File: config.mk
export PLATFORM = sky130hd
export DESIGN_NAME = scl_clkgen
export DESIGN_NICKNAME = d
export VERILOG_FILES = /design/src/rtl/scl_gen_pkg.sv /design/src/rtl/scl_in_sync.sv /design/src/rtl/scl_div_check.sv /design/src/rtl/scl_clkgen.sv
export SDC_FILE = /design/constraint.sdc
export NUM_CORES = 1
export LEC_CHECK = 0
export BUFFER_PORTS_ARGS = -buffer_cell sky130_fd_sc_hd__clkbuf_2
export CORE_ASPECT_RATIO = 1.4
export CORE_MARGIN = 2
export CORE_UTILIZATION = 30
export CTS_CLUSTER_DIAMETER = 150
export DETAILED_ROUTE_END_ITERATION = 10
export GPL_TIMING_DRIVEN = 0
export SLEW_MARGIN = 30
export SYNTH_ARGS = -nofsm -noshare
export SYNTH_HDL_FRONTEND = slang
export SYNTH_HIERARCHICAL = 1
export SYNTH_SLANG_ARGS = --single-unit
File: constraint.sdc
create_clock -name clk -period 2.4 [get_ports clk]
set_input_delay 0.24 -clock clk [delete_from_list [all_inputs] [get_ports clk]]
set_output_delay 0.24 -clock clk [all_outputs]
set_load 0.05 [all_outputs]
File: src/rtl/scl_gen_pkg.sv
package scl_gen_pkg;
    localparam int unsigned DIV_W = 16;
    localparam int unsigned CNT_W = DIV_W - 1;

    typedef enum logic [1:0] {
        PH_IDLE    = 2'd0,
        PH_LOW     = 2'd1,
        PH_WAIT_HI = 2'd2,
        PH_HIGH    = 2'd3
    } phase_e;

    typedef struct packed {
        phase_e             phase;
        logic [CNT_W-1:0]   cnt;
        logic               rise;
        logic               fall;
    } gen_state_t;
endpackage

File: src/rtl/scl_in_sync.sv
module scl_in_sync #(
    parameter int unsigned STAGES    = 2,
    parameter logic        RESET_VAL = 1'b1
) (
    input  logic clk,
    input  logic rst_n,
    input  logic async_in,
    output logic sync_out
);
    logic [STAGES-1:0] chain_d, chain_q;

    always_comb begin
        chain_d = {chain_q[STAGES-2:0], async_in};
    end

    always_ff @(posedge clk or negedge rst_n) begin
        if (!rst_n) chain_q <= {STAGES{RESET_VAL}};
        else        chain_q <= chain_d;
    end

    assign sync_out = chain_q[STAGES-1];
endmodule

File: src/rtl/scl_div_check.sv
module scl_div_check #(
    parameter int unsigned DIV_W      = 16,
    parameter int unsigned MIN_SINGLE = 4,
    parameter int unsigned MIN_MULTI  = 8
) (
    input  logic [DIV_W-1:0] divisor,
    input  logic             multi_master,
    output logic [DIV_W-2:0] half_len,
    output logic             bad_cfg
);
    localparam logic [DIV_W-1:0] LIM_S = DIV_W'(MIN_SINGLE);
    localparam logic [DIV_W-1:0] LIM_M = DIV_W'(MIN_MULTI);

    logic [DIV_W-1:0] limit;

    always_comb begin
        limit    = multi_master ? LIM_M : LIM_S;
        bad_cfg  = (divisor < limit);
        // floor(D/2) covers both even and odd divisors
        half_len = divisor[DIV_W-1:1];
    end
endmodule

File: src/rtl/scl_clkgen.sv
module scl_clkgen
    import scl_gen_pkg::*;
#(
    parameter int unsigned SYNC_STAGES = 2,
    parameter int unsigned MIN_SINGLE  = 4,
    parameter int unsigned MIN_MULTI   = 8
) (
    input  logic             clk,
    input  logic             rst_n,
    input  logic             ref_tick,
    input  logic [DIV_W-1:0] divisor,
    input  logic             multi_master,
    input  logic             enable,
    input  logic             scl_in,
    output logic             scl_pull,
    output logic             rise_stb,
    output logic             fall_stb,
    output logic             cfg_err
);
    logic             bus_hi;
    logic [CNT_W-1:0] half_len;
    logic [CNT_W-1:0] last_cnt;
    logic             bad_cfg;
    logic             run;
    logic             done;

    gen_state_t cur_q, nxt_d;

    scl_in_sync #(
        .STAGES    (SYNC_STAGES),
        .RESET_VAL (1'b1)
    ) sync_i (
        .clk      (clk),
        .rst_n    (rst_n),
        .async_in (scl_in),
        .sync_out (bus_hi)
    );

    scl_div_check #(
        .DIV_W      (DIV_W),
        .MIN_SINGLE (MIN_SINGLE),
        .MIN_MULTI  (MIN_MULTI)
    ) chk_cfg_i (
        .divisor      (divisor),
        .multi_master (multi_master),
        .half_len     (half_len),
        .bad_cfg      (bad_cfg)
    );

    always_comb begin
        run      = enable && !bad_cfg;
        last_cnt = half_len - CNT_W'(1);
        done     = (cur_q.cnt >= last_cnt);

        nxt_d      = cur_q;
        nxt_d.rise = 1'b0;
        nxt_d.fall = 1'b0;

        if (!run) begin
            nxt_d.phase = PH_IDLE;
            nxt_d.cnt   = '0;
        end else begin
            unique case (cur_q.phase)
                PH_IDLE: begin
                    nxt_d.phase = PH_LOW;
                    nxt_d.cnt   = '0;
                    nxt_d.fall  = 1'b1;
                end
                PH_LOW: begin
                    if (ref_tick) begin
                        if (done) begin
                            nxt_d.phase = PH_WAIT_HI;
                            nxt_d.cnt   = '0;
                        end else begin
                            nxt_d.cnt = cur_q.cnt + CNT_W'(1);
                        end
                    end
                end
                PH_WAIT_HI: begin
                    // line released; high count waits for the bus itself
                    if (bus_hi) begin
                        nxt_d.phase = PH_HIGH;
                        nxt_d.cnt   = '0;
                        nxt_d.rise  = 1'b1;
                    end
                end
                PH_HIGH: begin
                    if (!bus_hi) begin
                        // another device started a low: follow it now
                        nxt_d.phase = PH_LOW;
                        nxt_d.cnt   = '0;
                        nxt_d.fall  = 1'b1;
                    end else if (ref_tick) begin
                        if (done) begin
                            nxt_d.phase = PH_LOW;
                            nxt_d.cnt   = '0;
                            nxt_d.fall  = 1'b1;
                        end else begin
                            nxt_d.cnt = cur_q.cnt + CNT_W'(1);
                        end
                    end
                end
                default: begin
                    nxt_d.phase = PH_IDLE;
                    nxt_d.cnt   = '0;
                end
            endcase
        end
    end

    always_ff @(posedge clk or negedge rst_n) begin
        if (!rst_n) begin
            cur_q <= '{phase: PH_IDLE, cnt: '0, rise: 1'b0, fall: 1'b0};
        end else begin
            cur_q <= nxt_d;
        end
    end

    assign scl_pull = (cur_q.phase == PH_LOW);
    assign rise_stb = cur_q.rise;
    assign fall_stb = cur_q.fall;
    assign cfg_err  = bad_cfg;
endmodule

-- Yosys cells after proc, flatten, opt, wreduce, memory -nomap -nowiden
Cells that the tools add are included.
- bitwise logic cells: 0
- multiply operators: 0
- multiplexer cells: 16
- reductions and logical operators: 5
- $add $sub $neg: 2
- equal/unequal tests: 8
- order comparisons: 2
- shift operators: 0
- divide/modulo/power cells: 0
- operators with widths (operator ; count):
    $mux W17 ; 4
    $pmux W17 S4 ; 1
    $mux W18 ; 1
    $lt A16 B16 Y1 ; 1
    $add A15 B1 Y15 const B ; 1
    $ge A15 B15 Y1 ; 1
    $mux W15 ; 1
    $sub A15 B1 Y15 const B ; 1
    $ne A4 B4 Y1 const B ; 2
    $mux W2 ; 3
    $ne A3 B2 Y1 const B ; 2
    $reduce_and A5 Y1 ; 1
    $eq A2 B2 Y1 const B ; 2
    $mux W1 ; 4
    $mux W4 ; 1
    $ne A3 B3 Y1 const B ; 1
    $reduce_and A3 Y1 ; 1
    $eq A2 B1 Y1 const B ; 1
    $logic_not A2 Y1 ; 1
    $pmux W1 S2 ; 1
    $logic_and A1 B1 Y1 ; 1
    $logic_not A1 Y1 ; 1
- memory bits (read-only): 0
- memories kept: 0
- output and inout bits: 4
- logic and storage cells: 38
- latch bits: 0
- bits in writable memories: 0
- register bits: 21

-- Longest topological paths before layout
Gate-level depths: netlist of the first run.
- word-level depth: 7
- depth in mapped cells: 16

-- Modules after synthesis
Netlist of the first run, hierarchy kept.
- modules (own cells, without submodules) (module ; cells an instance ; area each (um^2) ; times used):
    scl_clkgen ; 183 ; 1617.8 ; 1
    scl_div_check ; 23 ; 181.4 ; 1
    scl_in_sync ; 2 ; 52.6 ; 1

-- Worst setup path before layout of the first run
OpenSTA, ideal clock, no wires.
- kind: input-to-reg
- start: input port divisor[4]
- end: register cur_q[10] (netlist bit)
- path slack: -0.740 ns
- data arrival time: 3.069 ns
- setup time: 0.071 ns
- stages on the path: 15
- cell sequence: buf_4 nor4_1 nand2_1 nor3_1 nand2b_1 nor4_1 xnor2_1 ha_1 a21oi_1 o21ai_0 or3_1 a211o_1 and2_4 buf_6 nor2_1
- word-level cells in the longest chain between the ends: 7
- ends and longest elaborated chain (element ; RTL line ; text):
    from (decl) ; scl_clkgen.sv:11 ; input logic [DIV_W-1:0] divisor,
    $sub A15 B1 Y15 ; scl_clkgen.sv:52 ; last_cnt = half_len - CNT_W'(1);
    $ge A15 B15 Y1 ; scl_clkgen.sv:53 ; done = (cur_q.cnt >= last_cnt);
    $mux W15 ; scl_clkgen.sv:71, scl_clkgen.sv:94 ;
    $mux W17 ; scl_clkgen.sv:93 ; end else if (ref_tick) begin
    $mux W17 ; scl_clkgen.sv:88 ; if (!bus_hi) begin
    $pmux W17 S4 ; scl_clkgen.sv:63 ; unique case (cur_q.phase)
    $mux W17 ; scl_clkgen.sv:59 ; if (!run) begin
    to (signal assigned) ; scl_clkgen.sv:113 ; cur_q <= '{phase: PH_IDLE, cnt: '0, rise: 1'b0, fall: 1'b0};
    to (signal assigned) ; scl_clkgen.sv:115 ; cur_q <= nxt_d;
    to (decl) ; scl_clkgen.sv:27 ; gen_state_t cur_q, nxt_d;
Parallel ways exist; a longest one is shown, timed or not. The select of a mux whose other input is x is not followed.
A chain may end at the register's enable or synchronous reset.

-- Worst setup path after layout of the first run
- start: input port divisor[5]
- end: register cur_q[2] (netlist bit)
Same word-level chain as after synthesis.

==> flow_summary_export.csv, run 1 <==
group,metric,value,unit
sta,fin_crit,2.82,ns
yosys,syn_nets,252,
setup_path,end_kind,"register",
setup_path,r2r_slack,0.09,ns
clocking,clock-sinks,21,
sta,drv_slew,0,
yosys,synth.avg_cell_area,8.90,um2
floorplanning,die_h,97.0,um
setup_path,cp_max_fo,4,
detailed_routing,drcViolationCount,0,
yosys,synth_top_family_by_area,"simple AND/OR/NAND/NOR gates",
floorplanning,core,5900,um2
floorplanning,chipWidth,70.4,um
setup_path,critPathRequiredTime,2.59,ns
global_route,grt_pass1_wl,7550,um
sta,timing.fmax,355,MHz
global_route,grt_usage,0.133,
setup_path,crit_top_cell,"nor3_2",
yosys,synth.most_common_cell,"ha_1",
floorplanning,io_pins,26,
power_and_ir_drop,power.leakage,1.07,nW
cells_and_area,syn2layout_area_growth,33.0,%
cells_and_area,fin_area,2460,um2
yosys,synth-seq-cells,21,
power_and_ir_drop,powerDensity,505,nW/um2
min_path,worstHoldStart,"scl_in",
setup_path,ff2ff_path_depth,6,
detailed_routing,first_pass_iters,4,
sta,setup_ws,-0.417,ns
setup_path,r2r_start,"cur_q[7]$_DFFE_PN0P_",
yosys,synth-async-reset-ratio,1.00,
yosys,synthFlopType,"dfrtp_1",
clocking,clk_path_buf_depth,2,
yosys,netlist_instances,208,
sta,fin_skew,0.0105,ns
status,status,"finished with violations",
global_route,antenna_found_initial,0,
cells_and_area,drive_gt1_frac,0.391,
setup_path,path_cells,"buf_12, nor4_4, nand2_2, nor3_2, nand2b_1, buf_4, nor3_2, xnor2_1, ha_1, a21oi_2, o21ai_2, or3_4, buf_6, a211o_4, o31ai_2",
global_route,grt_overflow,0,
detailed_routing,via_per_inst,5.11,
yosys,synthAdderAreaFrac,0.149,
detailed_routing,drt_wl_total,4590,um
power_and_ir_drop,vdd_drop_max,0.286,mV
setup_path,critPathTopFamily,"simple AND/OR/NAND/NOR gates",
placement,dp_hpwl,3180,um
min_path,hold_depth,1,
sta,worstMarginPinSlew,0.743,ns
placement,io_buffers,23,
detailed_routing,met2_wirelength,2420,um
yosys,ys_types,42,
yosys,yosys_warnings,6,
sta,rsz0062_at_grt,"true",
detailed_routing,routedWlPerCell,14.4,um
yosys,yosysSeqAreaShare,0.285,
floorplanning,rows,33,
placement,gp_congestion,0.802,
yosys,synth_edf_count,0,
sta,max_slew_margin,0.501,
floorplanning,start_util,0.314,
sta,min_period_over_period,1.17,
clocking,cts_buffers,3,
status,violations,"setup timing",
cells_and_area,nets,293,
min_path,hold_path_end,"sync_i/chain_q[0]$_DFF_PN1_",
detailed_routing,vias,1624,
setup_path,critical_path.slowest_cell,"or3_4",
detailed_routing,wl_met3,150,um
clocking,insertion_delay,0.27,ns
yosys,synth_compound_area_frac,0.126,
setup_path,arrival,3.00,ns
setup_path,max_stage_delay,0.35,ns
setup_path,r2r-end,"cur_q[13]$_DFFE_PN0P_",
clocking,cts_max_level,1,
yosys,yosys.area.top_type,"dfrtp_1",
clocking,clk_pin_slew,0.09,ns
setup_path,critPathLaunchType,"input pin",
yosys,synthXorXnorAreaFrac,0.0993,
detailed_routing,drt_iter0_drc,61,
floorplanning,die_area,6830,um2
global_route,grt_pass1_vias,1694,
sta,finalHoldViolCount,0,
yosys,synth-simple-area-share,0.250,
setup_path,crit_buf_inv,3,
yosys,synthTopCellsByArea,"dfrtp_1 26%, ha_1 15%, xnor2_1 6.1%",
yosys,synth_mux_area_frac,0,
setup_path,path_depth,15,
placement,post_dp_cell_area,2110,um2
global_route,grt_max_degree,22,
min_path,hold_class,"in -> reg",
clocking,ctsRootBufferMaster,"clkbuf_8",
setup_path,worstSetupPathType,"in -> reg",
cells_and_area,fillers,579,
yosys,synthTopCellsByCount,"22 x ha_1, 19 x dfrtp_1, 18 x nor2_1, 15 x buf_4, 15 x nand2_1",
yosys,syn-cell-area,1850,um2
clocking,cts_tree,"built",
flow_run,cap_violations,0,
cells_and_area,n_antenna_cell,0,
cells_and_area,final_cells,318,
detailed_routing,wl_met1,1930,um
detailed_routing,routed.top_layer,"met4",
detailed_routing,postRouteAntennaNets,0,
yosys,synth_top_area_frac,0.257,
sta,setup_viol,18,
placement,dp.cells,301,
==> through the flow <==
step | utilization | total power [W] | hold slack (ns) | TNS [ns] | worst slack, ns
6_report | 0.417 | 0.00124 | 0.0391 | -6.70 | -0.417
5_1_grt | 0.417 | 0.00132 | 0.0303 | -9.23 | -0.571
4_1_cts | 0.400 | 0.00121 | 0.0378 | -6.00 | -0.374
3_5_place_dp | 0.358 | 0.000908 | 0.259 | -16.00 | -0.963
3_3_place_gp | 0.358 | 0.000903 | 0.249 | -15.73 | -0.949
2_1_floorplan | - | 0.000796 | -0.0556 | -7.90 | -0.510
==> repair_timing <==
action,CTS,global route
resized for setup,37,15
hold buffers,1,0
cloned,1,0
pin swaps,21,15
hold endpoints to repair,19,0
setup buffers,8,9
setup endpoints to repair,18,18
==> cell type report <==
class | instances | area, um2 | area share
inverters | 8 | 32.5 | 0.0132
multi-input cells | 162 | 1380 | 0.558
repair buffers | 41 | 302 | 0.122
clock buffers | 3 | 41.3 | 0.0168
clock inverters | 1 | 7.51 | 0.00305
flip-flops and latches | 21 | 528 | 0.214
plain buffers | 12 | 90.1 | 0.0366
well taps | 70 | 87.6 | 0.0356
==> how the worst max path moves through the flow <==
stage / to / slack, ns / from
detailed placement: cur_q[10]$_DFFE_PN0P_ / -0.96 / divisor[5]
floorplan: cur_q[11]$_DFFE_PN0P_ / -0.51 / divisor[5]
finish: cur_q[2]$_DFFE_PN0P_ / -0.42 / divisor[5]
global placement: cur_q[11]$_DFFE_PN0P_ / -0.95 / divisor[5]
global route: cur_q[16]$_DFFE_PN0P_ / -0.57 / divisor[5]
CTS: cur_q[13]$_DFFE_PN0P_ / -0.37 / divisor[4]
==> worst reg2reg max path, stage by stage, from the launching register on <==
cell and delay, ns:
dfrtp_1 0.47, ha_1 0.34, nand4_1 0.11, o31ai_2 0.68
a211o_4 0.28, and2_4 0.24, nor2_1 0.07
==> kinds of logic after synthesis <==
| logic type | count (synthesis) |
|---|---|
| compound gates | 36 |
| xor+xnor | 21 |
| fa+ha+maj | 22 |
| buf+inv | 26 |
| flops | 21 |
| simple gates | 82 |
==> power breakdown <==
part,total [W],internal [W],switching (W)
combinational,0.000580,0.000241,0.000339
sequential,0.000417,0.000387,0.0000302
clock,0.000248,0.000118,0.000130
==> cell usage in the layout (no fill, tap or decap), types with 2 or more instances in the layout <==
cell,instances
buf_4,26
nor4_2,3
nor2b_1,2
dfstp_2,2
nor3_2,2
nor2_4,2
nand3_1,3
clkbuf_8,3
nor2_2,6
nor2_1,12
buf_6,2
nor2b_4,2
a22o_1,3
nand4_1,8
o21ai_0,3
a21oi_1,7
and3_1,4
inv_1,7
clkbuf_2,20
or4_4,2
a21oi_2,3
o21ai_1,5
nor3_4,2
ha_1,21
xor2_1,8
dfrtp_1,19
and4_1,2
nand2b_1,3
nor4_4,2
nor3_1,5
o31ai_2,2
a211o_4,2
nand2_1,14
xnor2_1,12
==> registers in the layout (all words and copies together) (netlist names) <==
register	flops
fall_stb	1
rise_stb	1
cur_q	17
sync_i/chain_q	2
==> routing by layer <==
layer / up-vias / global-route usage
met5: - / 0
li1: 808 / -
met3: 9 / 0.0177
met1: 772 / 0.157
met4: 0 / 0.0399
met2: 35 / 0.245
(Power assumes the default switching activity.)
==> inputs of run 2 (changes only) <==
SETUP_SLACK_MARGIN = 0.02   (was default)
clock period = 2.8 ns   (was 2.4 ns; I/O delays follow)
==> run 2 against run 1 <==
  * The run ends with hold timing, setup timing left
  * Clock power down 18%
  * First-iteration DRC count decreased by 48%
  * Register-to-register slack gained 0.44 ns
  * Flip-flop and latch count unchanged
  * Worst setup slack better by 0.33 ns
  * Final cell count is 1.9% lower
  * Critical path type unchanged
  * Critical endpoint is now fall_stb$_DFF_PN0_
  * Largest cell class unchanged
  * Highest routed layer unchanged
==> flow_summary_export.csv, run 2 (same netlist as run 1, synthesis figures left out) <==
group,metric,value,unit
placement,dp_hpwl,3110,um
floorplanning,io_pins,26,
global_route,grt_usage,0.124,
floorplanning,start_util,0.314,
sta,timing.fmax,346,MHz
setup_path,cp_max_fo,4,
sta,worstMarginPinSlew,0.625,ns
cells_and_area,reg.largest.list,"cur_q x17, sync_i/chain_q x2",
flow_run,cap_violations,0,
detailed_routing,drt_wl_total,3970,um
setup_path,critPathLaunchType,"input pin",
status,status,"finished with violations",
placement,gp_congestion,0.777,
global_route,grt_pass1_wl,6980,um
sta,min_period_over_period,1.03,
setup_path,critPathRequiredTime,2.93,ns
sta,setup_ws,-0.0872,ns
cells_and_area,nets,287,
sta,fin_skew,0.00523,ns
sta,fin_crit,2.89,ns
cells_and_area,n_antenna_cell,0,
sta,drv_slew,0,
floorplanning,die_h,97.0,um
detailed_routing,routedWlPerCell,12.7,um
status,violations,"hold timing, setup timing",
cells_and_area,syn2layout_area_growth,26.8,%
floorplanning,core,5900,um2
clocking,clock-sinks,21,
floorplanning,rows,33,
detailed_routing,first_pass_iters,4,
detailed_routing,via_per_inst,5.03,
sta,finalHoldViolCount,19,
floorplanning,chipWidth,70.4,um
global_route,antenna_found_initial,0,
setup_path,path_cells,"buf_12, nor4_4, nand2_2, nor3_4, nand2b_1, nor4_2, xnor2_1, ha_1, buf_4, nand4_1, nor3_1, a2111oi_0, nor4b_1",
placement,preCtsSetupSlack,-0.635,ns
clocking,clk_pin_slew,0.08,ns
setup_path,arrival,3.02,ns
floorplanning,die_area,6830,um2
clocking,ctsRootBufferMaster,"clkbuf_8",
cells_and_area,drive_gt1_frac,0.360,
cells_and_area,seq_area,528,um2
sta,max_slew_margin,0.579,
sta,whs,-0.0194,ns
sta,rsz0062_at_grt,"true",
detailed_routing,drcViolationCount,0,
clocking,cts_tree,"built",
cells_and_area,final_cell_mix,"22 x buf_4, 21 x ha_1, 19 x dfrtp_1, 19 x clkbuf_2, 14 x nand2_1",
sta,fin_tns_setup,-0.287,ns
sta,setup_viol,7,
setup_path,critical_path.slowest_cell,"nor4b_1",
clocking,clk_path_buf_depth,2,
placement,io_buffers,23,
cells_and_area,mostFrequentLayoutCell,"buf_4",
global_route,grt_max_degree,22,
setup_path,worstSetupPathType,"in -> reg",
min_path,hold_class,"in -> async",
power_and_ir_drop,power.leakage,1.03,nW
global_route,grt_pass1_vias,1553,
setup_path,max_stage_delay,0.43,ns
power_and_ir_drop,vdd_drop_max,0.198,mV
global_route,grt_overflow,0,
detailed_routing,vias,1570,
detailed_routing,drt_iter0_drc,32,
detailed_routing,postRouteAntennaNets,0,
cells_and_area,fillers,621,
cells_and_area,regMostFlops,"cur_q",
setup_path,end_kind,"register",
cells_and_area,multi_input_area,1300,um2
power_and_ir_drop,powerDensity,436,nW/um2
clocking,insertion_delay,0.26,ns
cells_and_area,largest_register_ffs,17,
clocking,cts_buffers,3,
clocking,hold_buffers,0,
clocking,cts_max_level,1,
==> run 2: through the flow <==
stage	utilization	power, W	instance area (um2)	instances
2_1_floorplan	-	0.000677	1900	208
3_3_place_gp	0.357	0.000770	2110	301
3_5_place_dp	0.357	0.000774	2110	301
4_1_cts	0.381	0.000994	2250	305
5_1_grt	0.398	0.00109	2350	312
6_report	0.398	0.00102	2350	312
==> run 2: area by class of cell <==
type,count,area share
multi-input combinational,161,0.554
sequential,21,0.225
timing repair buffer,35,0.108
buffer,13,0.0416
tap,70,0.0373
clock buffer,3,0.0176
inverter,8,0.0128
clock inverter,1,0.00320
==> run 2: power by group <==
part / total (W) / switching [W] / internal (W)
registers: 0.000355 / 0.0000238 / 0.000331
clock network: 0.000203 / 0.000102 / 0.000100
logic: 0.000466 / 0.000272 / 0.000194
total: 0.00102 / 0.000398 / 0.000626
==> run 2: final timing paths <==
kind,from,endpoint,slack [ns],depth (start not counted)
max,divisor[5],fall_stb$_DFF_PN0_,-0.09,13
min,rst_n,cur_q[3]$_DFFE_PN0P_,-0.02,1
max reg2reg,cur_q[8]$_DFFE_PN0P_,fall_stb$_DFF_PN0_,0.53,5
min reg2reg,sync_i/chain_q[0]$_DFF_PN1_,sync_i/chain_q[1]$_DFF_PN1_,0.36,0
max in group asynchronous,rst_n,sync_i/chain_q[1]$_DFF_PN1_,2.45,1
min in group clk,scl_in,sync_i/chain_q[0]$_DFF_PN1_,0.09,1
==> run 2: what timing repair did <==
item / 4_1_cts / 5_1_grt
setup buffers: 4 / 8
endpoints found under the setup margin: 18 / 18
gates resized for setup: 24 / 19
pin swaps: 15 / 15
==> run 2: routing by layer <==
layer,GRT usage,part of all wire,vias to the layer above
met5,0,0,-
met1,0.156,0.43,738
met3,0.0125,0.025,6
met4,0.0488,0.016,0
li1,-,-,801
met2,0.213,0.53,25
==> run 2: worst max-delay path: cells and delay by family <==
kind,cells,cell delay (ns)
and+or+nand+nor,8,1.94
adders and majority gates,1,0.31
buffers and inverters,2,0.21
AOI/OAI and AO/OA,1,0.17
xor gates and xnor gates,1,0.10
==> inputs of run 3 (changes only) <==
CORE_ASPECT_RATIO = default   (was 1.4)
HOLD_SLACK_MARGIN = 0.08   (was default)
==> run 3 against run 2 <==
  * The run ends with setup timing left
  * Global-route usage is 0.89 points higher
  * Worst hold slack better by 0.38 ns
  * Worst setup slack better by 0.043 ns
  * Sequential power is 1% higher
  * Critical path depth is 2 higher
  * Power is 1.1% higher
  * Flip-flop and latch count stayed put
  * Maximum frequency is 1.5% higher
  * Final area is 2.1% higher
  * Clock-buffer cell count stayed put
  * Clock skew is 0.0042 ns lower
  * Highest routed layer is now met3
==> flow_summary_export.csv, run 3 (same netlist as run 1, synthesis figures left out) <==
group,metric,value,unit
placement,post_dp_cell_area,2110,um2
sta,whs,0.358,ns
clocking,cts_buffers,3,
global_route,grt_pass1_wl,7040,um
setup_path,critical_path.slowest_cell,"or3_4",
detailed_routing,via_per_inst,5.00,
floorplanning,chipWidth,82.6,um
setup_path,critPathLaunchType,"input pin",
detailed_routing,drt_iter0_drc,61,
clocking,clk_pin_slew,0.08,ns
detailed_routing,vias,1580,
global_route,grt_overflow,0,
cells_and_area,reg.largest.list,"cur_q x17, sync_i/chain_q x2",
global_route,grt_pass1_vias,1497,
min_path,worstHoldStart,"sync_i/chain_q[0]$_DFF_PN1_",
sta,worstMarginPinSlew,1.01,ns
setup_path,worstSetupPathType,"in -> reg",
sta,finalHoldViolCount,0,
power_and_ir_drop,power.leakage,1.03,nW
floorplanning,start_util,0.311,
sta,drv_slew,0,
cells_and_area,n_antenna_cell,0,
sta,min_period_over_period,1.02,
floorplanning,io_pins,26,
detailed_routing,routedWlPerCell,13.7,um
placement,io_buffers,23,
setup_path,path_cells,"buf_8, nor4_4, nand2_2, nor3_4, nand2b_1, buf_4, nor3_4, xnor2_1, ha_1, a21oi_2, o21ai_2, or3_4, a211o_4, and2_4, nor2_1",
cells_and_area,largest_register_ffs,17,
floorplanning,core,5960,um2
floorplanning,die_h,82.6,um
detailed_routing,first_pass_iters,4,
cells_and_area,final_cell_mix,"20 x ha_1, 20 x clkbuf_2, 19 x buf_4, 19 x dfrtp_1, 14 x nand2_1",
power_and_ir_drop,powerDensity,432,nW/um2
sta,fin_skew,0.00107,ns
global_route,antenna_found_initial,0,
setup_path,crit_buf_inv,2,
sta,fin_crit,2.84,ns
status,status,"finished with violations",
power_and_ir_drop,vdd_drop_max,0.418,mV
cells_and_area,fillers,618,
sta,rsz0062_at_grt,"true",
sta,setup_ws,-0.0444,ns
setup_path,critPathTopFamily,"simple AND/OR/NAND/NOR gates",
global_route,grt_max_degree,22,
sta,max_slew_margin,0.321,
setup_path,max_stage_delay,0.36,ns
detailed_routing,postRouteAntennaNets,0,
placement,preCtsSetupSlack,-0.620,ns
clocking,cts_max_level,1,
floorplanning,die_area,6820,um2
setup_path,critPathRequiredTime,3.00,ns
cells_and_area,final_util,0.402,
setup_path,end_kind,"register",
setup_path,cp_max_fo,8,
clocking,insertion_delay,0.26,ns
cells_and_area,final_cells,316,
global_route,grt_usage,0.133,
setup_path,startpoint,"divisor[5]",
clocking,ctsRootBufferMaster,"clkbuf_8",
floorplanning,rows,28,
placement,dp.cells,306,
setup_path,r2r_start,"cur_q[7]$_DFFE_PN0P_",
status,violations,"setup timing",
cells_and_area,nets,286,
clocking,cts_tree,"built",
placement,dp_hpwl,3120,um
cells_and_area,regMostFlops,"cur_q",
clocking,clock-sinks,21,
placement,gp_congestion,0.763,
cells_and_area,seq_area,528,um2
setup_path,arrival,3.05,ns
min_path,hold_class,"reg -> reg",
sta,timing.fmax,352,MHz
cells_and_area,syn2layout_area_growth,29.4,%
clocking,clk_path_buf_depth,2,
flow_run,cap_violations,0,
detailed_routing,drcViolationCount,0,
cells_and_area,multi_input_area,1370,um2
detailed_routing,drt_wl_total,4320,um
setup_path,crit_top_cell,"nor3_4",
cells_and_area,drive_gt1_frac,0.365,
cells_and_area,fin_area,2400,um2
sta,setup_viol,10,
run 3: path summary, 6_finish.rpt:
kind	endpoint	slack [ns]	cells past startpoint
max	cur_q[11]$_DFFE_PN0P_	-0.04	15
min	sync_i/chain_q[1]$_DFF_PN1_	0.36	0
max reg2reg	cur_q[11]$_DFFE_PN0P_	0.29	6
min reg2reg	sync_i/chain_q[1]$_DFF_PN1_	0.36	0
max in group asynchronous	sync_i/chain_q[0]$_DFF_PN1_	1.91	2
min in group asynchronous	rise_stb$_DFF_PN0_	0.52	2
run 3: power breakdown:
| group | total, W | switching (W) | internal [W] |
|---|---|---|---|
| clock | 0.000207 | 0.000108 | 0.0000994 |
| sequential | 0.000359 | 0.0000273 | 0.000331 |
| combinational | 0.000469 | 0.000285 | 0.000185 |
| total | 0.00103 | 0.000419 | 0.000615 |
run 3: final cells by class:
class,count,area share
Sequential cell,21,0.220
Inverter,8,0.0125
Multi-Input combinational cell,162,0.570
Timing Repair Buffer,33,0.0982
Clock buffer,3,0.0172
Tap cell,75,0.0392
Clock inverter,1,0.00209
Buffer,13,0.0407
run 3: repair_timing:
action	CTS	global route
setup endpoints to repair	18	18
gates cloned	1	0
resized for setup	28	25
hold endpoints to repair	19	1
setup buffers	4	4
hold buffers	1	1
pin swaps	17	23
run 3: routing by layer:
metal / global-route usage / up-vias / routed length, um
met2: 0.214 / 21 / 2120
met5: 0 / - / 0
met1: 0.191 / 754 / 2090
met3: 0.0304 / 0 / 116
li1: - / 805 / -
met4: 0.00492 / 0 / 0
run 3: per-stage QoR:
step	setup TNS [ns]	power, W
finish	-0.237	0.00103
global route	-1.99	0.00112
CTS	-0.530	0.00101
detailed placement	-9.53	0.000780
global placement	-8.81	0.000771
floorplan	-1.61	0.000677
